`src/rtl/v110_rx_pkg.sv`:
```
package v110_rx_pkg;
  typedef enum logic {
    ST_HUNT = 1'b0,
    ST_LOCK = 1'b1
  } rx_state_e;
endpackage

```
`src/rtl/v110_zero_run.sv`:
```
// Saturating count of consecutive valid zeros
module v110_zero_run #(
  parameter int unsigned RUN_LEN = 8
) (
  input  logic clk_i,
  input  logic rst_ni,
  input  logic bit_valid_i,
  input  logic bit_i,
  output logic run_full_o
);
  localparam int unsigned CW = $clog2(RUN_LEN + 1);

  logic [CW-1:0] cnt_q;

  always_ff @(posedge clk_i or negedge rst_ni) begin
    if (!rst_ni) begin
      cnt_q <= '0;
    end else if (bit_valid_i) begin
      if (bit_i) cnt_q <= '0;
      else if (cnt_q != CW'(RUN_LEN)) cnt_q <= cnt_q + 1'b1;
    end
  end

  assign run_full_o = (cnt_q == CW'(RUN_LEN));
endmodule

```
`src/rtl/v110_frame_pos.sv`:
```
// Bit and octet position inside the frame
module v110_frame_pos #(
  parameter int unsigned OCT_W        = 8,
  parameter int unsigned FRAME_OCTETS = 10,
  localparam int unsigned BW = $clog2(OCT_W),
  localparam int unsigned OW = $clog2(FRAME_OCTETS)
) (
  input  logic          clk_i,
  input  logic          rst_ni,
  input  logic          load_i,
  input  logic          step_i,
  output logic [BW-1:0] bit_idx_o,
  output logic [OW-1:0] oct_idx_o
);
  logic [BW-1:0] bit_q;
  logic [OW-1:0] oct_q;

  always_ff @(posedge clk_i or negedge rst_ni) begin
    if (!rst_ni) begin
      bit_q <= '0;
      oct_q <= '0;
    end else if (load_i) begin
      // acquiring bit is bit 0 of octet 1
      bit_q <= BW'(1);
      oct_q <= OW'(1);
    end else if (step_i) begin
      if (bit_q == BW'(OCT_W - 1)) begin
        bit_q <= '0;
        oct_q <= (oct_q == OW'(FRAME_OCTETS - 1)) ? '0 : oct_q + 1'b1;
      end else begin
        bit_q <= bit_q + 1'b1;
      end
    end
  end

  assign bit_idx_o = bit_q;
  assign oct_idx_o = oct_q;
endmodule

```
`src/rtl/v110_octet_asm.sv`:
```
// Holds the last OCT_W-1 valid bits; the octet is completed by the current bit
module v110_octet_asm #(
  parameter int unsigned OCT_W = 8
) (
  input  logic             clk_i,
  input  logic             rst_ni,
  input  logic             shift_i,
  input  logic             bit_i,
  output logic [OCT_W-1:0] octet_o
);
  logic [OCT_W-2:0] hist_q;

  always_ff @(posedge clk_i or negedge rst_ni) begin
    if (!rst_ni) hist_q <= '0;
    else if (shift_i) hist_q <= {hist_q[OCT_W-3:0], bit_i};
  end

  assign octet_o = {hist_q, bit_i};
endmodule

```
`src/rtl/v110_frame_rx.sv`:
```
module v110_frame_rx
  import v110_rx_pkg::*;
#(
  parameter int unsigned OCT_W        = 8,
  parameter int unsigned FRAME_OCTETS = 10
) (
  input  logic             clk_i,
  input  logic             rst_ni,
  input  logic             bit_valid_i,
  input  logic             bit_i,
  output logic [OCT_W-1:0] byte_o,
  output logic             byte_valid_o,
  output logic             sof_o,
  output logic             locked_o,
  output logic             frame_err_o
);
  localparam int unsigned BW = $clog2(OCT_W);
  localparam int unsigned OW = $clog2(FRAME_OCTETS);

  rx_state_e        state_q;
  logic             run_full;
  logic [BW-1:0]    bit_idx;
  logic [OW-1:0]    oct_idx;
  logic [OCT_W-1:0] octet;
  logic             acq, step, err, done;

  v110_zero_run #(.RUN_LEN(OCT_W)) u_zero_run (
    .clk_i      (clk_i),
    .rst_ni     (rst_ni),
    .bit_valid_i(bit_valid_i),
    .bit_i      (bit_i),
    .run_full_o (run_full)
  );

  v110_frame_pos #(.OCT_W(OCT_W), .FRAME_OCTETS(FRAME_OCTETS)) u_pos (
    .clk_i    (clk_i),
    .rst_ni   (rst_ni),
    .load_i   (acq),
    .step_i   (step),
    .bit_idx_o(bit_idx),
    .oct_idx_o(oct_idx)
  );

  v110_octet_asm #(.OCT_W(OCT_W)) u_asm (
    .clk_i  (clk_i),
    .rst_ni (rst_ni),
    .shift_i(bit_valid_i),
    .bit_i  (bit_i),
    .octet_o(octet)
  );

  always_comb begin
    acq  = 1'b0;
    step = 1'b0;
    err  = 1'b0;
    done = 1'b0;
    if (bit_valid_i) begin
      if (state_q == ST_HUNT) begin
        acq = bit_i & run_full;
      end else if (oct_idx == '0) begin
        // alignment octet must stay all zero
        if (bit_i) err = 1'b1;
        else       step = 1'b1;
      end else if ((bit_idx == '0) && !bit_i) begin
        err = 1'b1;
      end else begin
        step = 1'b1;
        done = (bit_idx == BW'(OCT_W - 1));
      end
    end
  end

  always_ff @(posedge clk_i or negedge rst_ni) begin
    if (!rst_ni) begin
      state_q      <= ST_HUNT;
      byte_o       <= '0;
      byte_valid_o <= 1'b0;
      sof_o        <= 1'b0;
      frame_err_o  <= 1'b0;
    end else begin
      if (acq)      state_q <= ST_LOCK;
      else if (err) state_q <= ST_HUNT;
      byte_valid_o <= done;
      sof_o        <= done && (oct_idx == OW'(1));
      frame_err_o  <= err;
      if (done) byte_o <= octet;
    end
  end

  assign locked_o = (state_q == ST_LOCK);
endmodule

```
`config.mk`:
```
export PLATFORM = sky130hd
export DESIGN_NAME = v110_frame_rx
export DESIGN_NICKNAME = d
export VERILOG_FILES = /design/src/rtl/v110_rx_pkg.sv /design/src/rtl/v110_zero_run.sv /design/src/rtl/v110_frame_pos.sv /design/src/rtl/v110_octet_asm.sv /design/src/rtl/v110_frame_rx.sv
export SDC_FILE = /design/constraint.sdc
export NUM_CORES = 1
export LEC_CHECK = 0
export BUFFER_PORTS_ARGS = -buffer_cell sky130_fd_sc_hd__buf_2
export CAP_MARGIN = 20
export CORE_MARGIN = 10
export CORE_UTILIZATION = 51
export DETAILED_ROUTE_END_ITERATION = 8
export GPL_ROUTABILITY_DRIVEN = 0
export PLACE_DENSITY = 0.76
export SLEW_MARGIN = 20
export SYNTH_ARGS = -nofsm -noshare
export SYNTH_HDL_FRONTEND = slang
export SYNTH_HIERARCHICAL = 1
export SYNTH_SLANG_ARGS = --single-unit
export TNS_END_PERCENT = 30
```
`constraint.sdc`:
```
create_clock -name clk_i -period 2.5 [get_ports clk_i]
set_input_delay 0.75 -clock clk_i [delete_from_list [all_inputs] [get_ports clk_i]]
set_output_delay 0.75 -clock clk_i [all_outputs]
set_load 0.1 [all_outputs]
```
==> summary.md, run 1 <==
| Metric | Value |
|---|---|
| Fin crit period | `2.37 ns` |
| Longest Clk Path Bufs | `2` |
| Final setup vio count | `0` |
| CP top delay family | `simple AND/OR/NAND/NOR gates` |
| Worst min-delay path class | `in2async` |
| TritonCTS Buffers | `5` |
| Hpwl dp | `1820 µm` |
| Max Clk Rate | `423 MHz` |
| Setup ws final | `0.134 ns` |
| DRC | `0` |
| Register area share after synthesis | `between 50% and 60%` |
| Fin. max-slew vios | `0` |
| CP required | `2.75 ns` |
| Filler instances | `235` |
| First-pass GRT wire length | `4350 µm` |
| Port buffer count | `15` |
| Routed Antenna Nets | `0` |
| Worst r2r path cells | `6` |
| Die area | `between 0.005 and 0.006 mm²` |
| Fraction of registers with async set/reset | `100%` |
| Post-cts repair resize count | `0` |
| Root buf cell | `clkbuf_4` |
| Share of cells above drive strength 1 | `35.5%` |
| ANT cells | `0` |
| Htree depth | `2` |
| Starting Density | `about 53%` |
| Pint | `0.000812 W` |
| Largest net degree at the start of global routing | `31` |
| Setup crit end kind | `flip-flop` |
| Critical path class | `reg2reg` |
| CTS Sinks | `30` |
| Crit-path max FO | `7` |
| Via-to-Cell Ratio | `5.63` |
| Logic pwr share | `12.2%` |
| Worst Clk Skew | `~0.0073 ns` |
| Flop-to-flop setup slack | `0.13 ns` |
| Setup bufs post-CTS | `0` |
| Slew headroom | `roughly three fifths` |
| All-Layer GR Usage | `10.4%` |
| Period utilisation layout | `94.6%` |
| Final Net Count | `147` |
| Initial antenna violation count | `0` |
| DR iter-0 viols | `33` |
| Crit path buffers/inverters | `0` |
| Crit path largest cell delay | `0.61 ns` |
| Max-cap viol count | `0` |
| R2R Path Start | `u_pos/oct_idx_o[0]$_DFFE_PN0P_` |
| R2r endpoint | `u_pos/oct_idx_o[3]$_DFFE_PN0P_` |
| CP Launch Type | `flip-flop` |
| Switching Fraction | `24.9%` |
| Compound-gate portion of the synthesized area | `6.44%` |
| Pre-CTS setup slack | `0.0813 ns` |
| Warnings, synthesis | `6` |
| Clock-pin slew of the registers on the worst-case setup and hold paths | `roughly 0.10 ns` |
| Post-Synth Adder-Cell Area | `5.22%` |
| Cell area after synthesis | `approximately 0.0014 mm²` |
| Status | `completed` |
| Vias | `951` |
| Final wirelength | `2610 µm` |
| Net Count, Synth | `roughly 130` |
| Xor and xnor area share after synthesis | `0%` |
| Largest family of logic cells by synthesized area | `multiplexers` |
| Die extent in x | `73.1 µm` |
| Grt ovf | `0` |
| RSZ-0062 raised after global routing | `no` |
| Clock group share of total power | `34.7%` |
| Slowest-stage cell, CP | `or4_4` |
| Post-synth cell types | `36` |
| Setup TNS | `0 ns` |
| FP Rows | `19` |
| CORE AREA | `about 0.0027 mm²` |
| CP arrival | `2.61 ns` |
| Post-synth EDFFs | `0` |
| Number of global-route vias before repair | `992` |
| Synthesized area per cell | `roughly 12 µm²` |
| Cells after synthesis | `between 100 and 150` |
| P_sw | `about 0.00027 W` |
| Crit-path cells | `or4_4 -> mux2i_1 -> and3_1 -> nand2_2 -> or4b_1 -> a31oi_1` |
| I/O pins | `16` |
| Clock Latency Late Sink | `around 0.33 ns` |
| Power per Cell Area | `roughly 670 mW/mm²` |
| Sequential share of power | `53.1%` |
| First-pass DRT Iterations | `4` |
| Synth Register Bits | `30` |
| CTS hold repair buffers | `0` |
| Worst ir drop on vdd | `427 µV` |
| Drt wl/cell | `~15 µm` |
| Top FF cell, synth | `dfrtp_1` |
| Final Hold Vio Count | `0` |
| Leakage | `around 0.86 nW` |
| DIE HEIGHT | `approximately 73 µm` |
| TritonCTS clock tree | `built` |
| Worst slew pin tran | `0.628 ns` |
| Area Overhead vs Synth | `13.0%` |
| Synth Area in Simple Gates | `16.2%` |
| Multiplexer share of the synthesized area | `16.7%` |
==> layout by cell type (no fill, tap or decap), drive strengths merged, types with 3 or more instances in the layout <==
cell    count
dfrtp      30
buf        17
mux2       16
nor2        8
nand2       7
inv         6
ha          6
clkbuf      5
a21oi       5
o31ai       4
mux2i       3
nand3       3
and3        3
and3b       3
o21ai       3
==> synthesized netlist by cell type, types with 2 or more instances <==
library cell / number / share of area (%)
ha_1: 6 / 5.2
a31oi_1: 2 / 0.87
and3_1: 2 / 0.87
inv_1: 6 / 1.6
o21ai_0: 2 / 0.70
mux2i_1: 3 / 2.1
dfrtp_1: 30 / 52
and3b_1: 2 / 1.2
nand2_1: 6 / 1.6
a21oi_1: 5 / 1.7
nor3_1: 2 / 0.70
nand3_1: 3 / 1.0
mux2_2: 8 / 6.3
mux2_4: 8 / 8.4
nor2_1: 7 / 1.8
o31ai_1: 4 / 2.1
==> sequential cells by signal (all words and copies together) (netlist names) <==
register,count
byte_o,8
byte_valid_o,1
frame_err_o,1
locked_o,1
sof_o,1
u_asm/hist_q,7
u_pos/bit_idx_o,3
u_pos/oct_idx_o,4
u_zero_run/cnt_q,4
==> how the worst max path moves through the flow <==
stage,from,end,cells past startpoint
after global routing,u_pos/oct_idx_o[0]$_DFFE_PN0P_,u_pos/oct_idx_o[3]$_DFFE_PN0P_,6
after detailed placement,u_pos/oct_idx_o[0]$_DFFE_PN0P_,u_pos/oct_idx_o[3]$_DFFE_PN0P_,6
after global placement,u_pos/oct_idx_o[0]$_DFFE_PN0P_,u_pos/oct_idx_o[3]$_DFFE_PN0P_,6
final,u_pos/oct_idx_o[0]$_DFFE_PN0P_,u_pos/oct_idx_o[3]$_DFFE_PN0P_,6
after CTS,u_pos/oct_idx_o[0]$_DFFE_PN0P_,u_pos/oct_idx_o[3]$_DFFE_PN0P_,6
after floorplan,u_pos/oct_idx_o[0]$_DFFE_PN0P_,u_pos/oct_idx_o[3]$_DFFE_PN0P_,7
==> cell families after synthesis <==
family | count (synthesis)
and+or+nand+nor | 37
DFF | 30
muxes | 19
AOI/OAI and AO/OA | 15
buffers and inverters | 9
adders and majority gates | 6
==> layer usage <==
metal	global-route usage, %	part of all wire (%)	vias to the layer above
li1	-	-	458
met1	11.5	44	470
met2	16.3	47	18
met3	4.22	7.2	5
met4	6.33	1.9	0
met5	0	0	-
==> per-stage QoR <==
stage | total power (W) | util (%) | area [µm²] | hold slack, ns | std cells
2_1_floorplan | 0.000674 | - | 1440 | 0.454 | 116
3_3_place_gp | 0.000705 | 56.4 | 1540 | 0.477 | 161
3_5_place_dp | 0.000714 | 56.4 | 1540 | 0.490 | 161
4_1_cts | 0.00109 | 59.3 | 1620 | 0.441 | 169
5_1_grt | 0.00113 | 59.4 | 1620 | 0.468 | 169
6_report | 0.00108 | 59.4 | 1620 | 0.433 | 169
==> final cells by class <==
type                       instances  area [µm²]  share of cell area (%)
multi-input combinational         77         644                    39.7
timing repair buffer              17        90.1                    5.55
sequential                        30         751                    46.2
clock buffer                       5        37.5                    2.31
inverter                           6        22.5                    1.39
clock inverter                     3        40.0                    2.47
tap                               31        38.8                    2.39
==> power groups by stage <==
stage	registers, W	logic (W)	clock network (W)
floorplan	0.000571	0.000103	0
global placement	0.000580	0.000125	0
detailed placement	0.000584	0.000131	0
CTS	0.000574	0.000132	0.000388
global route	0.000582	0.000150	0.000400
finish	0.000574	0.000132	0.000375
No activity file was read; power rests on OpenSTA's default activity.
==> run 2: changes to the inputs <==
- CORE_UTILIZATION: 51 -> 40
- PLACE_DENSITY: 0.76 -> 0.62
- SYNTH_HIERARCHICAL: 1 -> not set
==> run 2 against run 1 <==
Effect of this change: cell count grew 8.3%; first-iteration DRC count grew 12%; worst hold slack gained 0.010 ns; die area grew 19%; clock skew grew 0.0044 ns; setup slack gained 0.36 ns; sequential cell count is the same; global-route usage shrank 1.0 points; area after synthesis shrank 0.35%; core utilization shrank 12 points; sequential power grew 25%; highest routed layer unchanged; total power grew 51%.
==> summary.md, run 2 <==
| Metric | Value |
|---|---|
| First-pass DRT Iterations | `4` |
| Share of cells above drive strength 1 | `28.5%` |
| Post-cts repair resize count | `0` |
| Commonest cells post-synth | `dfrtp_1, inv_1, mux2_1` |
| I/O pins | `16` |
| Fraction of registers with async set/reset | `100%` |
| Cells after synthesis | `116` |
| Longest Clk Path Bufs | `2` |
| RSZ-0062 raised after global routing | `no` |
| Drt wl/cell | `14.2 µm` |
| DIE HEIGHT | `79.8 µm` |
| DRC | `0` |
| Worst r2r path cells | `6` |
| TritonCTS Buffers | `5` |
| CORE AREA | `around 0.0034 mm²` |
| Warnings, synthesis | `0` |
| Final Hold Vio Count | `0` |
| Register area share after synthesis | `52.4%` |
| Vias | `932` |
| Top FF cell, synth | `dfrtp_1` |
| Synthesized area per cell | `12.4 µm²` |
| Crit-path max FO | `6` |
| Starting Density | `roughly 42%` |
| Worst min-delay path class | `in2async` |
| Max-cap viol count | `0` |
| Worst ir drop on vdd | `between 200 and 300 µV` |
| CTS hold repair buffers | `0` |
| Die extent in x | `79.8 µm` |
| Filler instances | `311` |
| Clock Latency Late Sink | `0.32 ns` |
| Hpwl dp | `around 1900 µm` |
| Period utilisation layout | `80.4%` |
| Final Net Count | `149` |
| Synth area leader | `dfrtp_1` |
| Setup TNS | `0 ns` |
| Post-synth EDFFs | `0` |
| Slew headroom | `56.4%` |
| Fin crit period | `2.01 ns` |
| Largest net degree at the start of global routing | `31` |
| Max Clk Rate | `about 500 MHz` |
| Worst setup endpoint | `u_pos.bit_idx_o[1]$_DFFE_PN0P_` |
| Number of global-route vias before repair | `1,017` |
| Setup bufs post-CTS | `0` |
| CP required | `2.71 ns` |
| Worst Clk Skew | `0.0118 ns` |
| Final core utilization | `a little under half` |
| DR iter-0 viols | `37` |
| Status | `completed` |
| Final wirelength | `2600 µm` |
| All-Layer GR Usage | `a little under a tenth` |
| CTS Sinks | `30` |
| Most common cell in the netlist | `dfrtp_1` |
| Cell area after synthesis | `0.00143 mm²` |
| R2R Path Start | `u_pos.oct_idx_o[0]$_DFFE_PN0P_` |
| Most frequent cells in the layout | `dfrtp_1, buf_2, inv_1` |
| Biggest register | `byte_o` |
| Power per Cell Area | `1020 mW/mm²` |
| Grt ovf | `0` |
| Yosys top cell area share | `52.4%` |
| CP arrival | `2.22 ns` |
| Final setup vio count | `0` |
| Synth Register Bits | `30` |
| ANT cells | `0` |
| Initial antenna violation count | `0` |
| Via-to-Cell Ratio | `5.09` |
| Largest regs | `byte_o: 8 flops, u_asm.hist_q: 7 flops` |
| Root buf cell | `clkbuf_4` |
| Critical path class | `reg2reg` |
| Commonest non-fill, non-tap cell in the layout | `dfrtp_1` |
| First-pass GRT wire length | `4690 µm` |
| Net Count, Synth | `128` |
| Setup crit end kind | `flip-flop` |
| Critical path origin | `u_pos.oct_idx_o[0]$_DFFE_PN0P_` |
| Routed Antenna Nets | `0` |
| Reg area | `751 µm²` |
| Post-synth cell types | `36` |
| Worst slew pin tran | `0.654 ns` |
| Port buffer count | `15` |
| Max reg flops | `8` |
| Multi-input logic area | `609 µm²` |
| Die area | `~0.0064 mm²` |
| TritonCTS clock tree | `built` |
| R2r endpoint | `u_pos.bit_idx_o[1]$_DFFE_PN0P_` |
| CP Launch Type | `flip-flop` |
| Leakage | `a little under 0.8 nW` |
| Clock-pin slew of the registers on the worst-case setup and hold paths | `~0.1 ns` |
| Area Overhead vs Synth | `12.0%` |
| Htree depth | `2` |
| Fin. max-slew vios | `0` |
| FP Rows | `21` |
| Flop-to-flop setup slack | `around 0.49 ns` |
| Area contributors post-synth | `dfrtp_1, mux2_1, ha_1` |
[run 2: cell count changes after synthesis, moves of 3 or more]
cell     before  now
nor2_1        7    2
o31ai_1       4    1
inv_1         6   11
mux2_1        0    9
mux2_4        8    0
a21oi_1       5    2
o22ai_1       0    4
[run 2: where the power goes]
part           leakage, nW  internal [W]  switching [W]
logic                0.374      0.000204       0.000459
registers            0.388      0.000609       0.000106
clock network       0.0308      0.000101       0.000158
total                0.793      0.000914       0.000723
[run 2: area by class of cell]
type / instances / share of cell area (%)
Clock inverter: 2 / 0.624
Multi-Input combinational cell: 71 / 38.0
Tap cell: 46 / 3.59
Inverter: 11 / 2.57
Sequential cell: 30 / 46.8
Timing Repair Buffer: 18 / 6.08
Clock buffer: 5 / 2.34
[run 2: layer usage]
| metal | part of all wire, % | up-vias | GRT usage [%] |
|---|---|---|---|
| met5 | 0 | - | 0 |
| met4 | 1.7 | 0 | 3.70 |
| met3 | 5.0 | 4 | 4.62 |
| met2 | 49 | 11 | 15.1 |
| met1 | 45 | 463 | 10.4 |
| li1 | - | 454 | - |
[run 2: metrics by stage]
| stage | power, W | hold WS [ns] | setup WS [ns] | cells | cell area (µm²) |
|---|---|---|---|---|---|
| after floorplan | 0.00125 | 0.454 | 0.326 | 116 | 1430 |
| after global placement | 0.00137 | 0.464 | 0.462 | 176 | 1560 |
| after detailed placement | 0.00140 | 0.475 | 0.425 | 176 | 1560 |
| after CTS | 0.00166 | 0.463 | 0.480 | 183 | 1600 |
| after global routing | 0.00177 | 0.473 | 0.347 | 183 | 1600 |
| final | 0.00164 | 0.443 | 0.491 | 183 | 1600 |
[run 2: worst min-delay path by stage]
| stage | from | end | slack (ns) | depth (start not counted) |
|---|---|---|---|---|
| 3_5_place_dp | byte_o[7]$_DFFE_PN0P_ | byte_o[7]$_DFFE_PN0P_ | 0.48 | 1 |
| 2_1_floorplan | rst_ni | byte_o[0]$_DFFE_PN0P_ | 0.45 | 0 |
| 3_3_place_gp | byte_o[4]$_DFFE_PN0P_ | byte_o[4]$_DFFE_PN0P_ | 0.46 | 1 |
| 6_report | rst_ni | u_asm.hist_q[3]$_DFFE_PN0P_ | 0.44 | 1 |
| 4_1_cts | rst_ni | u_asm.hist_q[3]$_DFFE_PN0P_ | 0.46 | 1 |
| 5_1_grt | rst_ni | u_asm.hist_q[3]$_DFFE_PN0P_ | 0.47 | 1 |
[run 2: worst max-delay path, cell delays in order, from the launching register on]
cell	delay, ns
dfrtp_1	0.42
inv_1	0.13
ha_1	0.18
or3b_4	0.41
a21o_2	0.24
nor2_1	0.18
mux2_1	0.34
[run 2: logic make-up (layout without fill, tap and decap cells)]
group / Yosys count / in the layout / share of synthesized area (%)
adders and majority gates: 8 / 8 / 6.99
DFF: 30 / 30 / 52.4
and+or+nand+nor: 25 / 25 / 11.3
AOI/OAI and AO/OA: 21 / 21 / 11.0
muxes: 17 / 17 / 13.3
buffers and inverters: 15 / 36 / 5.06
